$ cat config.mk
export PLATFORM = sky130hd
export DESIGN_NAME = linFrameSeq
export DESIGN_NICKNAME = d
export VERILOG_FILES = /design/src/rtl/linseq_pkg.sv /design/src/rtl/linSeqCtrl.sv /design/src/rtl/linSeqFlags.sv /design/src/rtl/linFrameSeq.sv
export SDC_FILE = /design/constraint.sdc
export NUM_CORES = 1
export LEC_CHECK = 0
export ABC_AREA = 1
export BUFFER_PORTS_ARGS = -buffer_cell sky130_fd_sc_hd__buf_2
export CORE_MARGIN = 4
export CORE_UTILIZATION = 30
export CTS_CLUSTER_SIZE = 28
export DETAILED_ROUTE_END_ITERATION = 7
export HOLD_SLACK_MARGIN = 0.06
export PLACE_DENSITY = 0.56
export SETUP_SLACK_MARGIN = 0.3
export SLEW_MARGIN = 20
export SYNTH_ARGS = -nofsm -noshare
export SYNTH_HDL_FRONTEND = slang
export SYNTH_SLANG_ARGS = --single-unit
$ cat constraint.sdc
create_clock -name clk -period 1.85 [get_ports clk]
set_input_delay 0.555 -clock clk [delete_from_list [all_inputs] [get_ports clk]]
set_output_delay 0.555 -clock clk [all_outputs]
set_load 0.01 [all_outputs]
$ cat src/rtl/linseq_pkg.sv
package linseq_pkg;

  typedef enum logic [1:0] {
    PH_IDLE = 2'd0,
    PH_HDR  = 2'd1,
    PH_RX   = 2'd2,
    PH_TX   = 2'd3
  } phase_e;

  typedef enum logic [1:0] {
    CMD_ABORT = 2'd0,
    CMD_HDR   = 2'd1,
    CMD_RX    = 2'd2,
    CMD_TX    = 2'd3
  } cmd_e;

  localparam int NFLAG = 4;

  // control-to-datapath strobes
  typedef struct packed {
    logic loadCnt;
    logic decCnt;
    logic setRx;
    logic setTx;
    logic setId;
    logic setBit;
    logic setFrm;
    logic setAbort;
  } strobe_t;

endpackage

$ cat src/rtl/linSeqCtrl.sv
module linSeqCtrl
  import linseq_pkg::*;
(
  input  logic       clk,
  input  logic       rstN,
  input  logic       isMaster,
  input  logic       cmdWr,
  input  logic [1:0] cmd,
  input  logic       breakSync,
  input  logic       idDone,
  input  logic       rxByte,
  input  logic       txByte,
  input  logic       cntLast,
  output phase_e     phase,
  output strobe_t    stb
);

  phase_e phaseNxt;
  logic   slaveBreak;
  logic   abortCmd;

  assign slaveBreak = !isMaster && breakSync;
  assign abortCmd   = cmdWr && (cmd == CMD_ABORT);

  always_comb begin
    phaseNxt = phase;
    stb      = '0;
    if (slaveBreak) begin
      // break pre-empts everything, even a byte in flight
      phaseNxt = PH_HDR;
      if (phase == PH_RX) stb.setFrm = 1'b1;
      if (phase == PH_TX) stb.setBit = 1'b1;
    end else if (abortCmd) begin
      if (phase != PH_IDLE) begin
        phaseNxt     = PH_IDLE;
        stb.setAbort = 1'b1;
      end
    end else begin
      case (phase)
        PH_IDLE: begin
          if (cmdWr) begin
            case (cmd)
              CMD_HDR: if (isMaster) phaseNxt = PH_HDR;
              CMD_RX: begin
                phaseNxt    = PH_RX;
                stb.loadCnt = 1'b1;
              end
              CMD_TX: begin
                phaseNxt    = PH_TX;
                stb.loadCnt = 1'b1;
              end
              default: ;
            endcase
          end
        end
        PH_HDR: begin
          if (idDone) begin
            stb.setId = 1'b1;
            phaseNxt  = PH_IDLE;
          end
        end
        PH_RX: begin
          if (rxByte) begin
            if (cntLast) begin
              stb.setRx = 1'b1;
              phaseNxt  = PH_IDLE;
            end else begin
              stb.decCnt = 1'b1;
            end
          end
        end
        PH_TX: begin
          if (txByte) begin
            if (cntLast) begin
              stb.setTx = 1'b1;
              phaseNxt  = PH_IDLE;
            end else begin
              stb.decCnt = 1'b1;
            end
          end
        end
        default: phaseNxt = PH_IDLE;
      endcase
    end
  end

  always_ff @(posedge clk) begin
    if (!rstN) phase <= PH_IDLE;
    else       phase <= phaseNxt;
  end

  // slave break always lands in header phase
  a_r6_break_to_header: assert property (@(posedge clk) disable iff (!rstN)
    (!isMaster && breakSync) |=> (phase == PH_HDR));

  // abort while busy returns to idle within one clock
  a_r8_abort_idle: assert property (@(posedge clk) disable iff (!rstN)
    (cmdWr && cmd == 2'b00 && phase != PH_IDLE && !(!isMaster && breakSync))
      |=> (phase == PH_IDLE));

  // master ignores break when nothing else happens
  a_r7_master_break: assert property (@(posedge clk) disable iff (!rstN)
    (isMaster && breakSync && !cmdWr && !idDone && !rxByte && !txByte)
      |=> $stable(phase));

  // idle stays idle without a command or slave break
  a_r5_idle_holds: assert property (@(posedge clk) disable iff (!rstN)
    (phase == PH_IDLE && !cmdWr && !(!isMaster && breakSync))
      |=> (phase == PH_IDLE));

endmodule

$ cat src/rtl/linSeqFlags.sv
module linSeqFlags
  import linseq_pkg::*;
#(
  parameter int CNT_W = 4
) (
  input  logic             clk,
  input  logic             rstN,
  input  logic [CNT_W-1:0] respLen,
  input  logic [NFLAG-1:0] flagClr,
  input  logic [NFLAG-1:0] irqEn,
  input  strobe_t          stb,
  output logic             cntLast,
  output logic [NFLAG-1:0] flags,
  output logic             errBit,
  output logic             errFrame,
  output logic             errAbort,
  output logic             irqDone,
  output logic             irqStatus
);

  localparam logic [CNT_W-1:0] CNT_ONE = CNT_W'(1);

  logic [CNT_W-1:0] byteCnt;
  logic [NFLAG-1:0] setVec;
  logic             anyErr;

  // remaining-byte counter; 0 or 1 both mean last byte
  always_ff @(posedge clk) begin
    if (!rstN)           byteCnt <= '0;
    else if (stb.loadCnt) byteCnt <= respLen;
    else if (stb.decCnt)  byteCnt <= byteCnt - CNT_ONE;
  end
  assign cntLast = (byteCnt <= CNT_ONE);

  assign anyErr = stb.setBit | stb.setFrm | stb.setAbort;
  assign setVec = {anyErr, stb.setId, stb.setTx, stb.setRx};

  for (genvar i = 0; i < NFLAG; i++) begin : g_flag
    always_ff @(posedge clk) begin
      if (!rstN) flags[i] <= 1'b0;
      else       flags[i] <= setVec[i] | (flags[i] & ~flagClr[i]);
    end
  end

  always_ff @(posedge clk) begin
    if (!rstN) begin
      errBit   <= 1'b0;
      errFrame <= 1'b0;
      errAbort <= 1'b0;
    end else begin
      errBit   <= stb.setBit   | (errBit   & ~flagClr[3]);
      errFrame <= stb.setFrm   | (errFrame & ~flagClr[3]);
      errAbort <= stb.setAbort | (errAbort & ~flagClr[3]);
    end
  end

  assign irqDone   = (flags[0] & irqEn[0]) | (flags[1] & irqEn[1]);
  assign irqStatus = (flags[2] & irqEn[2]) | (flags[3] & irqEn[3]);

  // a flag stays set until its clear bit is written
  a_r9_sticky_rx: assert property (@(posedge clk) disable iff (!rstN)
    (flags[0] && !flagClr[0]) |=> flags[0]);

  // set wins over a same-cycle clear
  a_r9_set_wins: assert property (@(posedge clk) disable iff (!rstN)
    stb.setRx |=> flags[0]);

  // frame error from a slave break in rx
  a_r6_frame_err: assert property (@(posedge clk) disable iff (!rstN)
    stb.setFrm |=> (errFrame && flags[3]));

  // abort raises its detail and the error flag
  a_r8_abort_flag: assert property (@(posedge clk) disable iff (!rstN)
    stb.setAbort |=> (errAbort && flags[3]));

endmodule

$ cat src/rtl/linFrameSeq.sv
module linFrameSeq
  import linseq_pkg::*;
#(
  parameter int CNT_W = 4
) (
  input  logic             clk,
  input  logic             rstN,
  input  logic             isMaster,
  input  logic             cmdWr,
  input  logic [1:0]       cmd,
  input  logic [CNT_W-1:0] respLen,
  input  logic             breakSync,
  input  logic             idDone,
  input  logic             rxByte,
  input  logic             txByte,
  input  logic [3:0]       flagClr,
  input  logic [3:0]       irqEn,
  output logic [1:0]       phase,
  output logic             busy,
  output logic [3:0]       flags,
  output logic             errBit,
  output logic             errFrame,
  output logic             errAbort,
  output logic             irqDone,
  output logic             irqStatus
);

  phase_e  ctrlPhase;
  strobe_t stb;
  logic    cntLast;

  linSeqCtrl uCtrl (
    .clk       (clk),
    .rstN      (rstN),
    .isMaster  (isMaster),
    .cmdWr     (cmdWr),
    .cmd       (cmd),
    .breakSync (breakSync),
    .idDone    (idDone),
    .rxByte    (rxByte),
    .txByte    (txByte),
    .cntLast   (cntLast),
    .phase     (ctrlPhase),
    .stb       (stb)
  );

  linSeqFlags #(.CNT_W(CNT_W)) uFlags (
    .clk       (clk),
    .rstN      (rstN),
    .respLen   (respLen),
    .flagClr   (flagClr),
    .irqEn     (irqEn),
    .stb       (stb),
    .cntLast   (cntLast),
    .flags     (flags),
    .errBit    (errBit),
    .errFrame  (errFrame),
    .errAbort  (errAbort),
    .irqDone   (irqDone),
    .irqStatus (irqStatus)
  );

  assign phase = ctrlPhase;
  assign busy  = (ctrlPhase != PH_IDLE);

endmodule

==> qor_table.md <==
| Group | Metric | This run |
| --- | --- | --- |
| global routing | Total gr overflow | 0 |
| logic synthesis | Synthesized flop and latch total | 13 |
| floorplan | Die width | 65.9 um |
| logic synthesis | Sequential share of the synthesized area | 0.258 |
| drt | First DRT Iteration DRCs | 15 |
| drt | Total iterations of the first detailed-routing run | 4 |
| logic synthesis | Leading cell type by number of instances after synthesis | nand2_1 |
| worst setup path | Number of buffer and inverter instances along the worst setup path | 2 |
| power | Leakage power total | 0.728 nW |
| global routing | Global-route wire length before repair | 3980 um |
| min path | Class of the most critical hold timing path | register to register |
| logic synthesis | Mean cell area of the mapped netlist | 6.50 um2 |
| global routing | Vias in the first global route | 964 |
| sta | Worst relative slew slack | 0.811 |
| sta | Final sum of negative setup slack | 0 ns |
| global routing | Antenna violations before repair | 0 |
| logic synthesis | Proportion of register bits with asynchronous set or reset after synthesis | 0 |
| clock network | Clock net sink count | 13 |
| final layout | Net count of the finished layout | 227 |
| sta | Final-report setup violation count | 0 |
| worst setup path | Element type at the critical path end | primary output |
| power | Max IR drop VDD | 0.000362 V |
| logic synthesis | Gate Count Post-Synth | 155 |
| place | Final RePlAce weighted congestion | 0.870 |
| clock network | CTS Root Buffer Type | clkbuf_4 |
| worst setup path | Crit Path Class | input pin to primary output |
| logic synthesis | Synth Net Count | 184 |
| drt | Number of routed nets with antenna violations | 0 |
| clock network | Clock H-tree levels | 1 |
| logic synthesis | Portion of synthesized cell area occupied by the leading cell type | 0.258 |
| logic synthesis | Most instantiated flip-flop cell in the synthesis netlist | dfxtp_1 |
| clock network | TritonCTS clock tree | done |
| sta | Transition time at the pin with the least slew margin | 0.280 ns |
| worst setup path | Standard cell with the maximum stage delay on the critical path | a22o_1 |
| clock network | Clock network latency to the later pin of the worst-skew pair | 0.28 ns |
| floorplan | Core Area | 3130 um2 |
| logic synthesis | Number of synthesized flops with an enable pin | 0 |
| place | Placed cell areas | 1240 um2 |
| sta | Shortest period the worst path allows | 1.53 ns |
| final layout | Area grow syn2layout | 31.3% |
| place | Detail Placement HPWL | 1930 um |
| logic synthesis | Biggest area contributors in the synthesized netlist | dfxtp_1 26%, nand2_1 16%, inv_1 9.3%, ha_1 8.7%, nor2_1 6.7% |
| logic synthesis | Total number of yosys warnings | 0 |
| sta | Skew final | 0.00578 ns |
| sta | Post-route fraction of the period consumed by the critical path | 0.830 |
| drt | # DRC | 0 |
| global routing | Maximum number of pins on one net before global-route repair | 10 |
| place | Count of buffers from port buffering | 33 |
| flow run | Max_cap viols | 0 |
| floorplan | Initial core utilization | 0.322 |
| worst setup path | Kind of start point of the critical path | input pin |
| run status | Status | finished clean |
| floorplan | Die Outline Area | 4350 um2 |
| worst setup path | Most prevalent standard cell on the critical path | buf_2 |
| worst setup path | Crit path DAT | 0.98 ns |
| final layout | Ratio of cells with drive above 1 in the final layout | 0.335 |
| floorplan | Standard-cell rows | 20 |
| sta | Endpoints failing hold | 0 |
| worst setup path | Required time at the worst-slack endpoint | 1.29 ns |
| logic synthesis | Ranking of synthesized cells by instance count | 44 x nand2_1, 25 x inv_1, 18 x nor2_1, 13 x dfxtp_1, 12 x nand3_1 |
| drt | Via count normalized by instance count | 4.40 |
| logic synthesis | Number of unique standard cell types used by synthesis | 22 |
| worst setup path | Family of cells with the greatest summed delay on the critical path | buffers and inverters |
| drt | Total Wirelength | 2380 um |
| worst setup path | Cell chain of the critical path | buf_2 -> a22o_1 -> buf_2 |
| sta | Final-report max-slew violation count | 0 |
| global routing | Overall Global Routing Usage | 0.117 |
| drt | Final routed wire length divided by cell count | 9.85 um |
| clock network | Worst-path clk slew | 0.07 ns |
| drt | Via Count | 1060 |
| clock network | Cts bufs inserted | 3 |
| sta | Max Clock Freq | 652 MHz |
| final layout | Antenna diode instance count | 0 |
| worst setup path | Worst-path fanout max | 1 |
| floorplan | Chip height | 65.9 um |
| sta | Unrepaired setup endpoints after global routing | false |
| worst setup path | CP peak stage delay | 0.19 ns |
| worst setup path | Reg2reg setup slack | 0.50 ns |
| logic synthesis | Dominant cell type by area after synthesis | dfxtp_1 |
| clock network | Clk buf depth | 2 |
| logic synthesis | Summed instance area of the synthesized netlist | 1010 um2 |
| floorplan | Top-level port count | 34 |
| power | Power per cell area | 802 nW/um2 |
| final layout | Final Cell Area | 1320 um2 |
==> state kept, by name, indices dropped and copies added, names as in the netlist <==
name / count
uCtrl.phase: 2
uFlags.flags: 4
uFlags.errBit: 1
uFlags.errFrame: 1
uFlags.errAbort: 1
uFlags.byteCnt: 4
==> report_power, final <==
part           internal, mW  leakage, nW  switching, mW
clock                0.0838       0.0150         0.0953
sequential            0.317        0.108         0.0450
combinational         0.224        0.606          0.296
==> layout by cell type, fill, tap and decap left out, types with 5 or more instances in the layout <==
master   count
nor2_1      16
a21oi_1      8
nand2_1     42
inv_1       22
buf_2       33
inv_2        6
nand3_1     12
ha_1         6
nor2_2       5
buf_4        6
dfxtp_1     10
==> worst paths after layout <==
check | startpoint | to | cells past startpoint
hold / removal | uFlags.errBit$_SDFF_PN0_ | uFlags.errBit$_SDFF_PN0_ | 2
hold reg to reg | uFlags.errBit$_SDFF_PN0_ | uFlags.errBit$_SDFF_PN0_ | 2
setup / recovery | irqEn[0] | irqDone | 3
setup reg to reg | uFlags.byteCnt[0]$_SDFFE_PN0P_ | uCtrl.phase[1]$_SDFFE_PP0P_ | 10
==> logic make-up after synthesis <==
group	Yosys count	synth area share
compound gates	15	0.0857
xor+xnor	1	0.00870
fa+ha+maj	7	0.0870
buf+inv	29	0.112
flops	13	0.258
simple gates	90	0.448
==> what timing repair did <==
action,in CTS,in global routing
gates resized for setup,2,9
buffers inserted,1,5
pin swaps,2,2
endpoints found under the setup margin,4,9
hold buffers,0,0
==> tightest hold or removal path: cells and delay by family, from the launching register on <==
kind,cells,cell delay [ns]
flip-flops,1,0.32
AND/OR/NAND/NOR,1,0.06
AO/OA/AOI/OAI,1,0.05
==> layer usage <==
layer / track usage / up-vias / part of all wire
li1: - / 568 / -
met3: 0.0289 / 3 / 0.070
met1: 0.141 / 462 / 0.47
met4: 0.0457 / 0 / 0.0072
met2: 0.199 / 27 / 0.45
met5: 0 / - / 0
==> area by class of cell <==
type | instances | area, um2
clock buffers | 4 | 26.3
flip-flops and latches | 13 | 269
multi-input cells | 113 | 657
inverters | 28 | 105
fillers | 358 | 1810
repair buffers | 39 | 210
well taps | 44 | 55.1
==> per-stage QoR <==
stage	total power, mW	hold WS (ns)	cells	util	setup slack (ns)
floorplan	0.694	0.487	155	-	0.323
global placement	0.807	0.457	231	0.396	0.132
detailed placement	0.810	0.463	231	0.396	0.113
CTS	1.01	0.474	236	0.407	0.302
global route	1.16	0.499	241	0.423	0.299
finish	1.06	0.472	241	0.423	0.315
No activity file was read; power rests on OpenSTA's default activity.
